<file path="src/rtl/segwin_pkg.sv">
package segwin_pkg;

  parameter int NUM_WIN = 4;

  typedef enum logic [1:0] {
    CODE_HIT    = 2'd0,
    CODE_BAD    = 2'd1,
    CODE_MAPPED = 2'd2
  } xlate_code_e;

  // Strobes from control to datapath
  typedef struct packed {
    logic               load;
    logic               selDirect;
    logic [NUM_WIN-1:0] winSel;
    xlate_code_e        code;
  } ctrl_strobe_t;

endpackage

</file>
<file path="src/rtl/segwinCtrl.sv">
module segwinCtrl
  import segwin_pkg::*;
#(
  parameter int ADDR_W       = 64,
  parameter int VA_W         = 48,
  parameter int SEG64_LO     = 60,
  parameter int SEG32_LO     = 29,
  parameter int SEG32_HI     = 31,
  parameter int PLV_USER_BIT = 3
) (
  input  logic              inValid,
  input  logic [ADDR_W-1:0] vaddr,
  input  logic [1:0]        privMode,
  input  logic              daEn,
  input  logic              pgEn,
  input  logic              is64,
  input  logic [ADDR_W-1:0] winCfg [NUM_WIN],
  output ctrl_strobe_t      strobes
);

  localparam int CANON_W = 16;
  localparam int PLV_W   = PLV_USER_BIT + 1;

  logic [PLV_W-1:0]   plvVec;
  logic [NUM_WIN-1:0] winMatch;
  logic [NUM_WIN-1:0] winFirst;
  logic [CANON_W-1:0] upperBits;
  logic               canonOk;
  logic               directReq;
  logic               unusedCfg;

  always_comb begin
    plvVec = '0;
    if (privMode == 2'd0) plvVec[0] = 1'b1;
    if (privMode == 2'd3) plvVec[PLV_USER_BIT] = 1'b1;
  end

  assign directReq = daEn & ~pgEn;

  for (genvar i = 0; i < NUM_WIN; i++) begin : g_win
    logic privOk;
    logic segHit;
    assign privOk = |(plvVec & winCfg[i][PLV_W-1:0]);
    assign segHit = is64 ? (vaddr[ADDR_W-1:SEG64_LO] == winCfg[i][ADDR_W-1:SEG64_LO])
                         : (vaddr[SEG32_HI:SEG32_LO] == winCfg[i][SEG32_HI:SEG32_LO]);
    assign winMatch[i] = privOk & segHit;
  end

  // Lowest index wins: isolate least significant set bit
  assign winFirst = winMatch & (~winMatch + NUM_WIN'(1));

  assign upperBits = vaddr[VA_W+CANON_W-1:VA_W];
  assign canonOk   = (&upperBits) | ~(|upperBits);

  always_comb begin
    strobes.load      = inValid;
    strobes.selDirect = directReq;
    strobes.winSel    = directReq ? '0 : winFirst;
    if (directReq || (|winMatch)) strobes.code = CODE_HIT;
    else if (!canonOk)            strobes.code = CODE_BAD;
    else                          strobes.code = CODE_MAPPED;
  end

  always_comb begin
    unusedCfg = 1'b0;
    for (int i = 0; i < NUM_WIN; i++) unusedCfg = unusedCfg ^ (^winCfg[i]);
  end

endmodule

</file>
<file path="src/rtl/segwinDatapath.sv">
module segwinDatapath
  import segwin_pkg::*;
#(
  parameter int ADDR_W   = 64,
  parameter int VA_W     = 48,
  parameter int PA_W     = 48,
  parameter int SEG32_LO = 29,
  parameter int SEG32_HI = 31,
  parameter int PSEG_LO  = 25
) (
  input  logic              clk,
  input  logic              rstN,
  input  logic [ADDR_W-1:0] vaddr,
  input  logic              is64,
  input  logic [ADDR_W-1:0] winCfg [NUM_WIN],
  input  ctrl_strobe_t      strobes,
  output logic [ADDR_W-1:0] outPaddr,
  output logic [1:0]        outCode,
  output logic [2:0]        outPerm,
  output logic              outValid
);

  localparam int SEG32_W = SEG32_HI - SEG32_LO + 1;
  localparam int A32_W   = SEG32_HI + 1;

  logic [ADDR_W-1:0] directPa;
  logic [ADDR_W-1:0] va64Pa;
  logic [ADDR_W-1:0] cand [NUM_WIN];
  logic [ADDR_W-1:0] nextPaddr;
  logic              isHit;
  logic              unusedIn;

  assign directPa = {{(ADDR_W-PA_W){1'b0}}, vaddr[PA_W-1:0]};
  assign va64Pa   = {{(ADDR_W-VA_W){1'b0}}, vaddr[VA_W-1:0]};

  for (genvar i = 0; i < NUM_WIN; i++) begin : g_cand
    logic [SEG32_W-1:0] pseg;
    assign pseg    = winCfg[i][PSEG_LO+SEG32_W-1:PSEG_LO];
    assign cand[i] = is64 ? va64Pa
                          : {{(ADDR_W-A32_W){1'b0}}, pseg, vaddr[SEG32_LO-1:0]};
  end

  always_comb begin
    nextPaddr = strobes.selDirect ? directPa : '0;
    for (int i = 0; i < NUM_WIN; i++) begin
      if (strobes.winSel[i]) nextPaddr = nextPaddr | cand[i];
    end
  end

  assign isHit = (strobes.code == CODE_HIT);

  always_ff @(posedge clk or negedge rstN) begin
    if (!rstN) begin
      outValid <= 1'b0;
      outCode  <= 2'd0;
      outPaddr <= '0;
      outPerm  <= 3'b000;
    end else begin
      outValid <= strobes.load;
      if (strobes.load) begin
        outCode  <= strobes.code;
        outPaddr <= isHit ? nextPaddr : '0;
        outPerm  <= isHit ? 3'b111 : 3'b000;
      end
    end
  end

  always_comb begin
    unusedIn = ^vaddr;
    for (int i = 0; i < NUM_WIN; i++) unusedIn = unusedIn ^ (^winCfg[i]);
  end

endmodule

</file>
<file path="src/rtl/segwin_xlate.sv">
module segwin_xlate
  import segwin_pkg::*;
#(
  parameter int ADDR_W       = 64,
  parameter int VA_W         = 48,
  parameter int PA_W         = 48,
  parameter int SEG64_LO     = 60,
  parameter int SEG32_LO     = 29,
  parameter int SEG32_HI     = 31,
  parameter int PSEG_LO      = 25,
  parameter int PLV_USER_BIT = 3
) (
  input  logic              clk,
  input  logic              rstN,
  input  logic              inValid,
  input  logic [ADDR_W-1:0] vaddr,
  input  logic [1:0]        privMode,
  input  logic              daEn,
  input  logic              pgEn,
  input  logic              is64,
  input  logic [ADDR_W-1:0] winCfg0,
  input  logic [ADDR_W-1:0] winCfg1,
  input  logic [ADDR_W-1:0] winCfg2,
  input  logic [ADDR_W-1:0] winCfg3,
  output logic              outValid,
  output logic [1:0]        outCode,
  output logic [ADDR_W-1:0] outPaddr,
  output logic [2:0]        outPerm
);

  logic [ADDR_W-1:0] winArr [NUM_WIN];
  ctrl_strobe_t      strobes;

  assign winArr[0] = winCfg0;
  assign winArr[1] = winCfg1;
  assign winArr[2] = winCfg2;
  assign winArr[3] = winCfg3;

  segwinCtrl #(
    .ADDR_W(ADDR_W), .VA_W(VA_W), .SEG64_LO(SEG64_LO), .SEG32_LO(SEG32_LO),
    .SEG32_HI(SEG32_HI), .PLV_USER_BIT(PLV_USER_BIT)
  ) u_ctrl (
    .inValid (inValid),
    .vaddr   (vaddr),
    .privMode(privMode),
    .daEn    (daEn),
    .pgEn    (pgEn),
    .is64    (is64),
    .winCfg  (winArr),
    .strobes (strobes)
  );

  segwinDatapath #(
    .ADDR_W(ADDR_W), .VA_W(VA_W), .PA_W(PA_W), .SEG32_LO(SEG32_LO),
    .SEG32_HI(SEG32_HI), .PSEG_LO(PSEG_LO)
  ) u_dp (
    .clk     (clk),
    .rstN    (rstN),
    .vaddr   (vaddr),
    .is64    (is64),
    .winCfg  (winArr),
    .strobes (strobes),
    .outPaddr(outPaddr),
    .outCode (outCode),
    .outPerm (outPerm),
    .outValid(outValid)
  );

endmodule

</file>
<file path="config.mk">
export PLATFORM = sky130hd
export DESIGN_NAME = segwin_xlate
export DESIGN_NICKNAME = d
export VERILOG_FILES = /design/src/rtl/segwin_pkg.sv /design/src/rtl/segwinCtrl.sv /design/src/rtl/segwinDatapath.sv /design/src/rtl/segwin_xlate.sv
export SDC_FILE = /design/constraint.sdc
export NUM_CORES = 1
export LEC_CHECK = 0
export CAP_MARGIN = 20
export CORE_AREA = 2 2 156 158
export DETAILED_ROUTE_END_ITERATION = 12
export DIE_AREA = 0 0 158 160
export PLACE_DENSITY_LB_ADDON = 0.1
export SYNTH_ARGS = -nofsm -noshare
export SYNTH_HDL_FRONTEND = slang
export SYNTH_SLANG_ARGS = --single-unit
</file>
<file path="constraint.sdc">
create_clock -name clk -period 0.8 [get_ports clk]
set_input_delay 0.24 -clock clk [delete_from_list [all_inputs] [get_ports clk]]
set_output_delay 0.24 -clock clk [all_outputs]
set_load 0.01 [all_outputs]
</file>
==> metrics.md <==
| Metric | Value |
|---|---|
| Status | complete, but fails checks |
| Failing checks | negative setup slack |
| CTS tree | done |
| Pwr Density | 1380 nW/um2 |
| Fin crit share | 218% |
| P_leak | 2.66 nW |
| Met2 WL | 5870 um |
| HPWL after DPL | 9080 um |
| Routed wire length per instance | 15.3 um |
| Drt first pass iters | 4 |
| Clock slew at reported path FFs | 0.07 ns |
| Final min period | 1.74 ns |
| Initial DRC Count | 106 |
| RSZ-0062 raised after global routing | true |
| CTS Buf Count | 5 |
| # DRC | 0 |
| Die H | 160 um |
| Initial antenna violation count | 0 |
| Clock Skew | 0 ns |
| Routed WL | 12700 um |
| Gr usage total | 9.78% |
| Worst flop-to-flop path startpoint | u_dp.outPaddr[13] |
| Pre-CTS setup slack | -1.73 ns |
| IO buf count | 173 |
| ANT nets after route | 0 |
| Clock tree sinks | 52 |
| Met1 wire length | 5830 um |
| Vias in the first global route | 3228 |
| Clock Path Buffers | 2 |
| Hold WC Path Type | primary input to flop |
| Global-route wire length before repair | 18700 um |
| Placed insts | 786 |
| Worst vdd ir | 0.968 mV |
| Final setup margin | -0.945 ns |
| Fillers | 2635 |
| Max-Cap Viols | 0 |
| Synth Area per Inst | 10.7 um2 |
| Crit path DAT | 1.94 ns |
| Synthesized flop and latch total | 52 |
| TNS Setup | -58.84 ns |
| Final #Nets | 833 |
| Row count | 57 |
| Clock latency at the later pin of the worst-skew pair | 0.30 ns |
| Via Count | 3007 |
| Endpoints failing setup | 105 |
| Post-synthesis sequential area ratio | 45.9% |
| Synth unique cells | 42 |
| Largest net degree at the start of global routing | 34 |
| R2R Setup Slk | -0.17 ns |
| Worst hold start | is64 |
| Area grow syn2layout | 108% |
| Total gr overflow | 0 |
| Netlist Area Pre-Place | 2830 um2 |
| Die X-Extent | 158 um |
| CTS HTree Levels | 2 |
| Full die area | 25300 um2 |
| Synth warnings | 0 |
| Max layer used | met4 |
| Share of layout cells above drive strength 1 | 44.5% |
| Cell count of the worst reg-to-reg path | 3 |
| Max FO, Critical Path | 6 |
| CTS root buf | clkbuf_16 |
| Synth Instances | 265 |
| FF-to-FF End | u_dp.outPaddr[13] |
| # diodes | 0 |
| Final Hold Viols | 0 |
| Core area | 23800 um2 |
| Worst EP required | 0.99 ns |
| Final Power | 8.14 mW |
| Max frequency | 0.573 GHz |
| WL met3 | 982 um |
| CP Class | primary input to flop |
| CP Launch Type | primary input |
| Vias per cell | 3.62 |
| Worst hold endpoint | u_dp.outPaddr[42] |
| Crit path capture type | flop |
| Max-slew violation count | 0 |
| Final cell count without fillers | 830 |
| Routability cong. | 0.697 |
| Starting Density | 11.9% |
| # IOs | 398 |
| WHS Path Cells | 4 |
## critical path, cell delays in order
cell,delay [ns]
buf_6,0.09
or3b_4,0.22
a211oi_2,0.06
a22oi_2,0.22
buf_4,0.15
nand3_4,0.06
o31a_4,0.40
buf_12,0.16
buf_16,0.13
a22o_1,0.20
## cell usage in the layout, fill, tap and decap left out, drive strengths merged, types with 2 or more instances in the layout
| master | synthesis | final |
|---|---|---|
| dlygate4sd2 | 0 | 18 |
| a21oi | 2 | 2 |
| inv | 15 | 16 |
| and3 | 3 | 3 |
| conb | 1 | 16 |
| a22oi | 3 | 3 |
| clkbuf | 12 | 11 |
| mux2 | 3 | 3 |
| o221ai | 3 | 3 |
| a32o | 15 | 15 |
| nand3 | 6 | 6 |
| clkdlybuf4s50 | 0 | 75 |
| a311oi | 3 | 3 |
| a22o | 32 | 32 |
| buf | 30 | 157 |
| nand2b | 2 | 2 |
| o21ai | 7 | 7 |
| nor2 | 11 | 11 |
| xnor2 | 6 | 6 |
| nand4 | 7 | 7 |
| nand2 | 3 | 3 |
| a41oi | 4 | 4 |
| xor2 | 22 | 22 |
| nor4 | 10 | 10 |
| clkdlybuf4s15 | 0 | 4 |
| dfrtp | 52 | 52 |
## worst max-delay path by stage
stage	slack, ns	depth (start not counted)	startpoint	to
global placement	-1.74	8	vaddr[29]	u_dp.outPaddr[30]
finish	-0.94	10	winCfg1[0]	u_dp.outPaddr[27]
CTS	-0.94	10	vaddr[61]	u_dp.outPaddr[40]
floorplan	-0.94	9	vaddr[61]	u_dp.outPaddr[32]
global route	-1.01	10	vaddr[61]	u_dp.outPaddr[0]
detailed placement	-1.73	8	vaddr[29]	u_dp.outPaddr[30]
## through the flow
stage               hold WS, ns  instance area (um2)  utilization (%)
floorplan               -0.0556                 2990                -
global placement          0.234                 5200             21.8
detailed placement        0.236                 5200             21.8
CTS                       0.440                 5640             23.7
global route              0.459                 5880             24.7
finish                    0.447                 5880             24.7
## Yosys cell counts, drive strengths merged
library cell | instances | share of area, %
nor3 | 1 | 0.18
a41oi | 4 | 1.2
mux2 | 3 | 1.2
xor2 | 22 | 6.8
a31oi | 1 | 0.22
buf | 30 | 7.9
conb | 1 | 0.13
nand2 | 3 | 0.40
nand4 | 7 | 1.5
inv | 15 | 2.0
a32oi | 1 | 0.31
and3 | 3 | 0.66
and3b | 1 | 0.31
a32o | 15 | 5.3
mux2i | 1 | 0.35
and2 | 1 | 0.22
o21a | 1 | 0.27
dfrtp | 52 | 46
or3b | 1 | 0.31
nand3 | 6 | 1.2
xnor2 | 6 | 1.9
a22o | 32 | 9.9
nand2b | 2 | 0.44
nor2 | 11 | 1.5
a211oi | 1 | 0.27
and4 | 1 | 0.31
a311oi | 3 | 0.93
nor4 | 10 | 2.4
a22oi | 3 | 0.97
o31a | 1 | 0.31
o221ai | 3 | 0.93
clkbuf | 12 | 1.6
nand3b | 1 | 0.27
a21oi | 2 | 0.35
o21ai | 7 | 1.2
o31ai | 1 | 0.27
## cell families (layout without fill, tap and decap cells)
group	count (synthesis)	count (layout)	share of synthesized area [%]
AOI/OAI and AO/OA	75	75	22.5
DFF	52	52	45.9
and+or+nand+nor	48	48	9.76
buffers and inverters	57	283	11.5
xor gates and xnor gates	28	28	8.66
muxes	4	4	1.55
other	1	16	0.132
## sequential cells by signal, indices dropped and copies added (netlist names)
signal,count
u_dp.outValid,1
u_dp.outCode,2
u_dp.outPerm,1
u_dp.outPaddr,48
## routing by layer
layer  global-route usage [%]  vias to the layer above
li1                         -                     1427
met1                     12.9                     1461
met2                     15.8                      116
met3                     3.50                        3
met4                     1.31                        0
met5                        0                        -
## power by group
part | leakage (nW) | switching [mW] | internal, mW
clock network | 0.0815 | 1.08 | 1.49
logic | 1.89 | 1.07 | 1.52
registers | 0.691 | 0.135 | 2.84
## repair_timing
action                                 CTS  global route
pin swaps                               30            28
setup buffers                           26             9
gates resized for setup                405            37
cloned                                   3             3
hold buffers                             1             0
endpoints found under the hold margin   52             0
setup endpoints to repair              105           105
## layout make-up
cell class              instances  area (um2)  area share (%)
repair buffers                260        2360            40.2
clock buffers                   6         129            2.19
flip-flops and latches         52        1300            22.2
multi-input cells             171        1590            27.0
inverters                      15        56.3           0.958
clock inverters                 2        38.8           0.660
well taps                     324         405            6.90
Note: power is estimated with default switching activity, not from simulation.
